==> src/rtl/uta_pkg.sv <==
package uta_pkg;

    typedef enum logic [2:0] {
        OP_ADD = 3'b000,
        OP_NOT = 3'b001,
        OP_CMP = 3'b010,
        OP_AND = 3'b011,
        OP_OR  = 3'b100,
        OP_XOR = 3'b101,
        OP_SHL = 3'b110,
        OP_SHR = 3'b111
    } uta_op_e;

    typedef struct packed {
        logic lt;
        logic eq;
        logic gt;
    } uta_flags_t;

    localparam int FLAG_W = $bits(uta_flags_t);

    function automatic logic op_uses_adder(uta_op_e op);
        return (op == OP_ADD) || (op == OP_CMP);
    endfunction

endpackage

==> src/rtl/uta_adder.sv <==
module uta_adder #(
    parameter int W = 8
) (
    input  logic [W-1:0] a,
    input  logic [W-1:0] b,
    input  logic         cin,
    input  logic         subtract,
    output logic [W-1:0] sum,
    output logic         cout
);
    logic [W-1:0] b_eff;
    logic         c_eff;
    logic [W:0]   wide;

    assign b_eff = subtract ? ~b : b;
    assign c_eff = subtract ? 1'b1 : cin;
    assign wide  = {1'b0, a} + {1'b0, b_eff} + {{W{1'b0}}, c_eff};
    assign sum   = wide[W-1:0];
    assign cout  = wide[W];
endmodule

==> src/rtl/uta_shifter.sv <==
module uta_shifter #(
    parameter int W = 8
) (
    input  logic [W-1:0] a,
    input  logic         fill,
    output logic [W-1:0] left,
    output logic         left_out,
    output logic [W-1:0] right,
    output logic         right_out
);
    for (genvar i = 0; i < W; i++) begin : g_bit
        if (i == 0) begin : g_lsb
            assign left[i]  = fill;
        end else begin : g_mid_l
            assign left[i]  = a[i-1];
        end
        if (i == W-1) begin : g_msb
            assign right[i] = fill;
        end else begin : g_mid_r
            assign right[i] = a[i+1];
        end
    end
    assign left_out  = a[W-1];
    assign right_out = a[0];
endmodule

==> src/rtl/uta_logic.sv <==
module uta_logic #(
    parameter int W = 8
) (
    input  logic [W-1:0] a,
    input  logic [W-1:0] b,
    output logic [W-1:0] inv,
    output logic [W-1:0] conj,
    output logic [W-1:0] disj,
    output logic [W-1:0] excl
);
    assign inv  = ~a;
    assign conj = a & b;
    assign disj = a | b;
    assign excl = a ^ b;
endmodule

==> src/rtl/uta_flags.sv <==
module uta_flags #(
    parameter int W = 8
) (
    input  logic                      enable,
    input  logic [W-1:0]              diff,
    input  logic                      no_borrow,
    output uta_pkg::uta_flags_t       flags
);
    logic zero;
    assign zero = (diff == '0);

    always_comb begin
        flags = '0;
        if (enable) begin
            flags.lt = ~no_borrow;
            flags.eq = zero;
            flags.gt = no_borrow & ~zero;
        end
    end
endmodule

==> src/rtl/uta_alu.sv <==
module uta_alu #(
    parameter int W = 8
) (
    input  logic [2:0]   op_sel,
    input  logic [W-1:0] opnd_a,
    input  logic [W-1:0] opnd_b,
    input  logic         carry_in,
    output logic [W-1:0] result,
    output logic         carry_out,
    output logic [2:0]   cmp_flags
);
    import uta_pkg::*;

    uta_op_e      op;
    logic         is_cmp;
    logic [W-1:0] add_sum, shl_w, shr_w, not_w, and_w, or_w, xor_w;
    logic         add_c, shl_c, shr_c;
    uta_flags_t   flg;

    assign op     = uta_op_e'(op_sel);
    assign is_cmp = (op == OP_CMP);

    uta_adder #(.W(W)) u_adder (
        .a(opnd_a), .b(opnd_b), .cin(carry_in), .subtract(is_cmp),
        .sum(add_sum), .cout(add_c)
    );

    uta_shifter #(.W(W)) u_shift (
        .a(opnd_a), .fill(carry_in),
        .left(shl_w), .left_out(shl_c), .right(shr_w), .right_out(shr_c)
    );

    uta_logic #(.W(W)) u_logic (
        .a(opnd_a), .b(opnd_b),
        .inv(not_w), .conj(and_w), .disj(or_w), .excl(xor_w)
    );

    uta_flags #(.W(W)) u_flags (
        .enable(is_cmp), .diff(add_sum), .no_borrow(add_c), .flags(flg)
    );

    always_comb begin
        carry_out = 1'b0;
        unique case (op)
            OP_ADD: begin result = add_sum; carry_out = add_c; end
            OP_NOT: result = not_w;
            OP_CMP: result = add_sum;
            OP_AND: result = and_w;
            OP_OR:  result = or_w;
            OP_XOR: result = xor_w;
            OP_SHL: begin result = shl_w; carry_out = shl_c; end
            OP_SHR: begin result = shr_w; carry_out = shr_c; end
            default: result = '0;
        endcase
    end

    assign cmp_flags = flg;
endmodule

==> config.mk <==
export PLATFORM = sky130hd
export DESIGN_NAME = uta_alu
export DESIGN_NICKNAME = d
export VERILOG_FILES = /design/src/rtl/uta_pkg.sv /design/src/rtl/uta_adder.sv /design/src/rtl/uta_shifter.sv /design/src/rtl/uta_logic.sv /design/src/rtl/uta_flags.sv /design/src/rtl/uta_alu.sv
export SDC_FILE = /design/constraint.sdc
export NUM_CORES = 1
export LEC_CHECK = 0
export ABC_AREA = 1
export BUFFER_PORTS_ARGS = -buffer_cell sky130_fd_sc_hd__clkbuf_2
export CAP_MARGIN = 20
export CORE_MARGIN = 4
export CORE_UTILIZATION = 32
export DETAILED_ROUTE_END_ITERATION = 7
export PLACE_DENSITY = 0.52
export SLEW_MARGIN = 20
export SYNTH_ARGS = -nofsm -noshare
export SYNTH_HDL_FRONTEND = slang
export SYNTH_HIERARCHICAL = 1
export SYNTH_SLANG_ARGS = --single-unit
==> constraint.sdc <==
create_clock -name vclk -period 5.87
set_clock_uncertainty 0.1 [all_clocks]
set_input_delay 0.2935 -clock vclk [all_inputs]
set_output_delay 0.2935 -clock vclk [all_outputs]
set_load 0.02 [all_outputs]
* Yosys cells after proc, flatten, opt, wreduce, memory -nomap -nowiden *
Cells that the tools add are included.

cells by class
  bitwise gates (word level) = 8
  eq/ne operators = 7
  add/subtract/negate cells = 2
  mux-type cells = 5
  reduce and logical (&&, ||, !) cells = 3

operator list
  operator                                              number
  case mux 8 bit (7 select lines)                       1
  NOT 8 bit                                             2
  equality test 3 bit (second input constant)           4
  adder 8 x 8 -> 9 bit                                  1
  adder 9 x 1 -> 9 bit                                  1
  bitwise AND 8 bit                                     1
  zero test 8 bit                                       1
  two-way mux 8 bit                                     1
  OR 8 bit                                              1
  XOR 8 bit                                             1
  equality test 3 x 2 -> 1 bit (second input constant)  2
  equality test 3 x 1 -> 1 bit (second input constant)  1
  zero test 3 bit                                       1
  two-way mux 3 bit                                     1
  case mux 1 bit (3 select lines)                       1
  NOT 1 bit                                             2
  OR reduction 2 bit                                    1
  bitwise AND 1 bit                                     1
  two-way mux 1 bit                                     1

word-level totals
  bits of input ports = 20
  word-level logic and storage cells = 25
  register bits after elaboration = 0
  output and inout port bits = 12

* Logic depth before layout (Yosys ltp) *
  word-level depth = 8
  depth in mapped cells = 17
  gate-level depth less buffers = 15

* Modules after synthesis *
Netlist, hierarchy kept.

by module, submodules not included
  module       sequential area each (um^2)  cells each  area an instance (um^2)  instances
  uta_alu      0.0                          124         606.8                    1
  uta_adder    0.0                          77          479.2                    1
  uta_logic    0.0                          40          290.3                    1
  uta_shifter  0.0                          18          135.1                    1
  uta_flags    0.0                          12          51.3                     1

* Worst setup path after synthesis *
OpenSTA, ideal clock, no wires.

  path type = input port to output port
  from = in op_sel[2]
  to = out cmp_flags[0]
  setup slack = 2.727 ns
  path buffers = 3
  data required time = 5.477 ns
  stages on the path = 17
  arrival time = 2.749 ns
  cells stage by stage = buf_4 > buf_2 > nor3_1 > buf_4 > xor2_1 > fa_1 > inv_1 > fa_1 > inv_1 > nand3_1 > nand3_1 > nand2_1 > nand2_1 > nor2_1 > nand2_1 > nor2_1 > nor2_1

on the way
  longest elaborated chain between the ends = 8
  elaborated cells between the ends (all ways) = 9
  those cells by class = 2 x add/sub; 1 x eq/ne; 3 x mux; 2 x bitwise; 1 x reduce/logical

ends and longest elaborated chain
  item                            RTL line         RTL
  start, declared                 uta_alu.sv:4     input logic [2:0] op_sel,
  equality test 3 x 2 -> 1 bit *  uta_alu.sv:21    assign is_cmp = (op == OP_CMP);
  via is_cmp                      uta_alu.sv:15    logic is_cmp;
  two-way mux 8 bit               uta_adder.sv:15  assign b_eff = subtract ? ~b : b;
  adder 8 x 8 -> 9 bit            uta_adder.sv:17  assign wide = {1'b0, a} + {1'b0, b_eff} + {{W{1'b0}}, c_eff};
  adder 9 x 1 -> 9 bit *          uta_adder.sv:17
  via add_sum[6]                  uta_alu.sv:16    logic [W-1:0] add_sum, shl_w, shr_w, not_w, and_w, or_w, xor_w;
  zero test 8 bit *               uta_flags.sv:10  assign zero = (diff == '0);
  NOT 1 bit *                     uta_flags.sv:17  flags.gt = no_borrow & ~zero;
  bitwise AND 1 bit *             uta_flags.sv:17
  two-way mux 3 bit *             uta_flags.sv:14  if (enable) begin
  end, declared                   uta_alu.sv:10    output logic [2:0] cmp_flags

The timed path passes the listed nets; every way through them passes the cells marked *.

* Worst setup path in the final report *
  from = in op_sel[2]
  to = out cmp_flags[1]

on the way
  longest elaborated chain between the ends = 6
  elaborated cells between the ends (all ways) = 7
  those cells by class = 2 x add/sub; 1 x eq/ne; 3 x mux; 1 x reduce/logical

ends and longest elaborated chain
  item                            RTL line
  equality test 3 x 2 -> 1 bit *  uta_alu.sv:21
  via is_cmp                      uta_alu.sv:15
  two-way mux 8 bit               uta_adder.sv:15
  adder 8 x 8 -> 9 bit            uta_adder.sv:17
  adder 9 x 1 -> 9 bit *          uta_adder.sv:17
  via add_sum[6]                  uta_alu.sv:16
  zero test 8 bit *               uta_flags.sv:10
  two-way mux 3 bit *             uta_flags.sv:14

Marks and branches as above.

==> qor.tcl <==
set qor(proportion_of_power_drawn_by_combinational_gates_pct) 100.0
set qor(yosys-top-cells-count) {58 x sky130_fd_sc_hd__nand2_1, 55 x sky130_fd_sc_hd__inv_1, 27 x sky130_fd_sc_hd__nand4_1}
set qor(cell_internal_pwr_uw) 55.5
set qor(grt_max_degree) 39
set qor(yosys.area.top_type) {sky130_fd_sc_hd__ha_1}
set qor(antenna-diode-count) 0
set qor(multiInputGateArea_mm2) 0.00115
set qor(gp_congestion) 0.851
set qor(synth-warning-count) 6
set qor(synth_cell_types) 25
set qor(drt-wirelength-per-cell_um) 11.9
set qor(synth.top_cell.area_share_pct) 18.4
set qor(maxSlewViolCount) 0
set qor(post_synth_inst_count) 271
set qor(area_delta_synth_final_pct) 3.92
set qor(status) {complete, no violations}
set qor(cp_max_fo) 38
set qor(totalWireLength_um) 4080
set qor(first_global_vias) 1484
set qor(fmax_ghz) 0.259
set qor(power.density_mw_per_mm2) 97.8
set qor(final_period_minus_worst_setup_slack_ps) 3870
set qor(floorplan_die_height_um) 77.9
set qor(crit_slowest_cell) {sky130_fd_sc_hd__nor3_2}
set qor(hpwlAfterDp_um) 3320
set qor(grt-ovfl-total) 0
set qor(report.final.setup_viol) 0
set qor(drv.max_cap_violation_count) 0
set qor(report.final.hold_viol_count) 0
set qor(via_per_inst) 4.59
set qor(cp_cell_sequence) {clkbuf_2 > nor3_2 > xor2_1 > fa_1 > inv_1 > fa_1 > inv_1 > nand3_1 > nand3_1 > nand2_1 > nand2_1 > nor2_1 > nand2_1 > nor3_2 > clkbuf_2}
set qor(total_power_uw) 159
set qor(placed_area_mm2) 0.00162
set qor(synth_sequential_area_ratio_pct) 0
set qor(required_ps) 5480
set qor(syn_avg_cell_area_um2) 5.77
set qor(cp_common_cell) {sky130_fd_sc_hd__nand2_1}
set qor(layout.filler_cells) 547
set qor(holdCritPathClass) {input port to primary output}
set qor(cp-end-kind) {primary output}
set qor(synthTopCellsByArea) {sky130_fd_sc_hd__ha_1 18%, sky130_fd_sc_hd__nand2_1 14%, sky130_fd_sc_hd__inv_1 13%, sky130_fd_sc_hd__nand4_1 11%, sky130_fd_sc_hd__buf_4 11%}
set qor(die_area_mm2) 0.00607
set qor(start_util_pct) 33.1
set qor(die_w_um) 77.9
set qor(ctsResizeCount) 0
set qor(num_rows) 25
set qor(final_layout_size_suffix_gt1_share_pct) 17.4
set qor(cpPeakStageDelay_ps) 870
set qor(layout_sequential_cell_count) 0
set qor(crit_arrival_ps) 3470
set qor(switching_share_pct) 65.0
set qor(sequentialPowerShare_pct) 0
set qor(cell_with_the_most_instances_after_synthesis) {sky130_fd_sc_hd__nand2_1}
set qor(drc_errors) 0
set qor(ant_nets) 0
set qor(power_switching_uw) 103
set qor(port_buffers) 32
set qor(route.vias.total) 1573
set qor(pwr-share-clk_pct) 0
set qor(ir_worst_vdd_mv) 0.0371
set qor(drtIter0Drc) 110
set qor(layout.clock_buffers) 0
set qor(worstSetupStartpointType) {input port}
set qor(mappedNetlistArea_mm2) 0.00156
set qor(mapped_nets) 316
set qor(groute.usage.overall_pct) 13.6
set qor(design.core.area_mm2) 0.00472
set qor(worst-setup-path-type) {input port to primary output}
set qor(register_area_um2) 0
set qor(setup_tns_ps) 0
set qor(final_net_count) 323
set qor(number_of_antenna_violations_at_the_first_check_in_global_routing) 0
set qor(max_slew.worst_pin.slew_ps) 869
set qor(drt_pre_antenna_iters) 4
set qor(floorplan.io_pins) 32
set qor(post-route-cell-area_mm2) 0.00162
set qor(ctsHoldBuffers) 0
set qor(post_cts_buffers) 0
set qor(p_leak_uw) 0.000956
set qor(slew_headroom_pct) 41.7
set qor(layout_worst_path_cycle_share_pct) 65.8
set qor(grt_first_pass_wirelength_um) 6980
set qor(rsz0062_at_grt) {false}
-- metal layers --
metal / track usage [%] / wire (um)
met4: 0.534 / 16
met1: 20.1 / 2060
met3: 0.464 / 121
met5: 0 / 0
met2: 22.7 / 1870
-- area by class of cell --
| class | count | share of cell area (%) |
|---|---|---|
| multi-input cells | 184 | 71.1 |
| inverters | 60 | 13.9 |
| repair buffers | 32 | 9.86 |
| well taps | 67 | 5.16 |
-- per-stage QoR --
| step | hold slack [ps] | instances | setup WS (ps) | utilization, % |
|---|---|---|---|---|
| after floorplan | 755 | 271 | 2730 | - |
| after detailed placement | 973 | 343 | 1970 | 34.4 |
| after CTS | 973 | 343 | 1960 | 34.4 |
| after global routing | 1020 | 343 | 1610 | 34.4 |
| final | 962 | 343 | 2000 | 34.4 |
| after global placement | 969 | 343 | 2100 | 34.4 |
-- final timing paths --
| kind | depth (start not counted) | from | end |
|---|---|---|---|
| worst max-delay path | 15 | op_sel[2] | cmp_flags[1] |
| worst min-delay path | 4 | opnd_a[7] | carry_out |
-- cell families after synthesis --
logic type	Yosys count	share of synthesized area (%)
xor+xnor	11	6.16
simple gates	136	42.6
buf+inv	87	26.4
fa+ha+maj	25	21.0
compound gates	12	3.84
-- power groups by stage --
| stage | logic, uW | registers (uW) | clock network, uW |
|---|---|---|---|
| floorplan | 123 | 0 | 0 |
| global route | 182 | 0 | 0 |
| global placement | 160 | 0 | 0 |
| finish | 159 | 0 | 0 |
| detailed placement | 161 | 0 | 0 |
| CTS | 161 | 0 | 0 |
-- worst max-delay path: cells and delay by family --
kind	cells	cell delay, ps
AND/OR/NAND/NOR	8	1590
XOR/XNOR	1	190
adder cells (fa/ha/maj)	2	650
buffers and inverters	4	760
-- layout by cell type (no fill, tap or decap), drive strengths merged --
cell type,instances
nand2,60
inv,60
clkbuf,32
nand4,27
nand3,24
ha,23
nor2,19
o21ai,8
xor2,7
xnor2,4
a21oi,4
nor3,3
fa,2
or2,2
nand3b,1
Note: power is estimated with default switching activity, not from simulation.
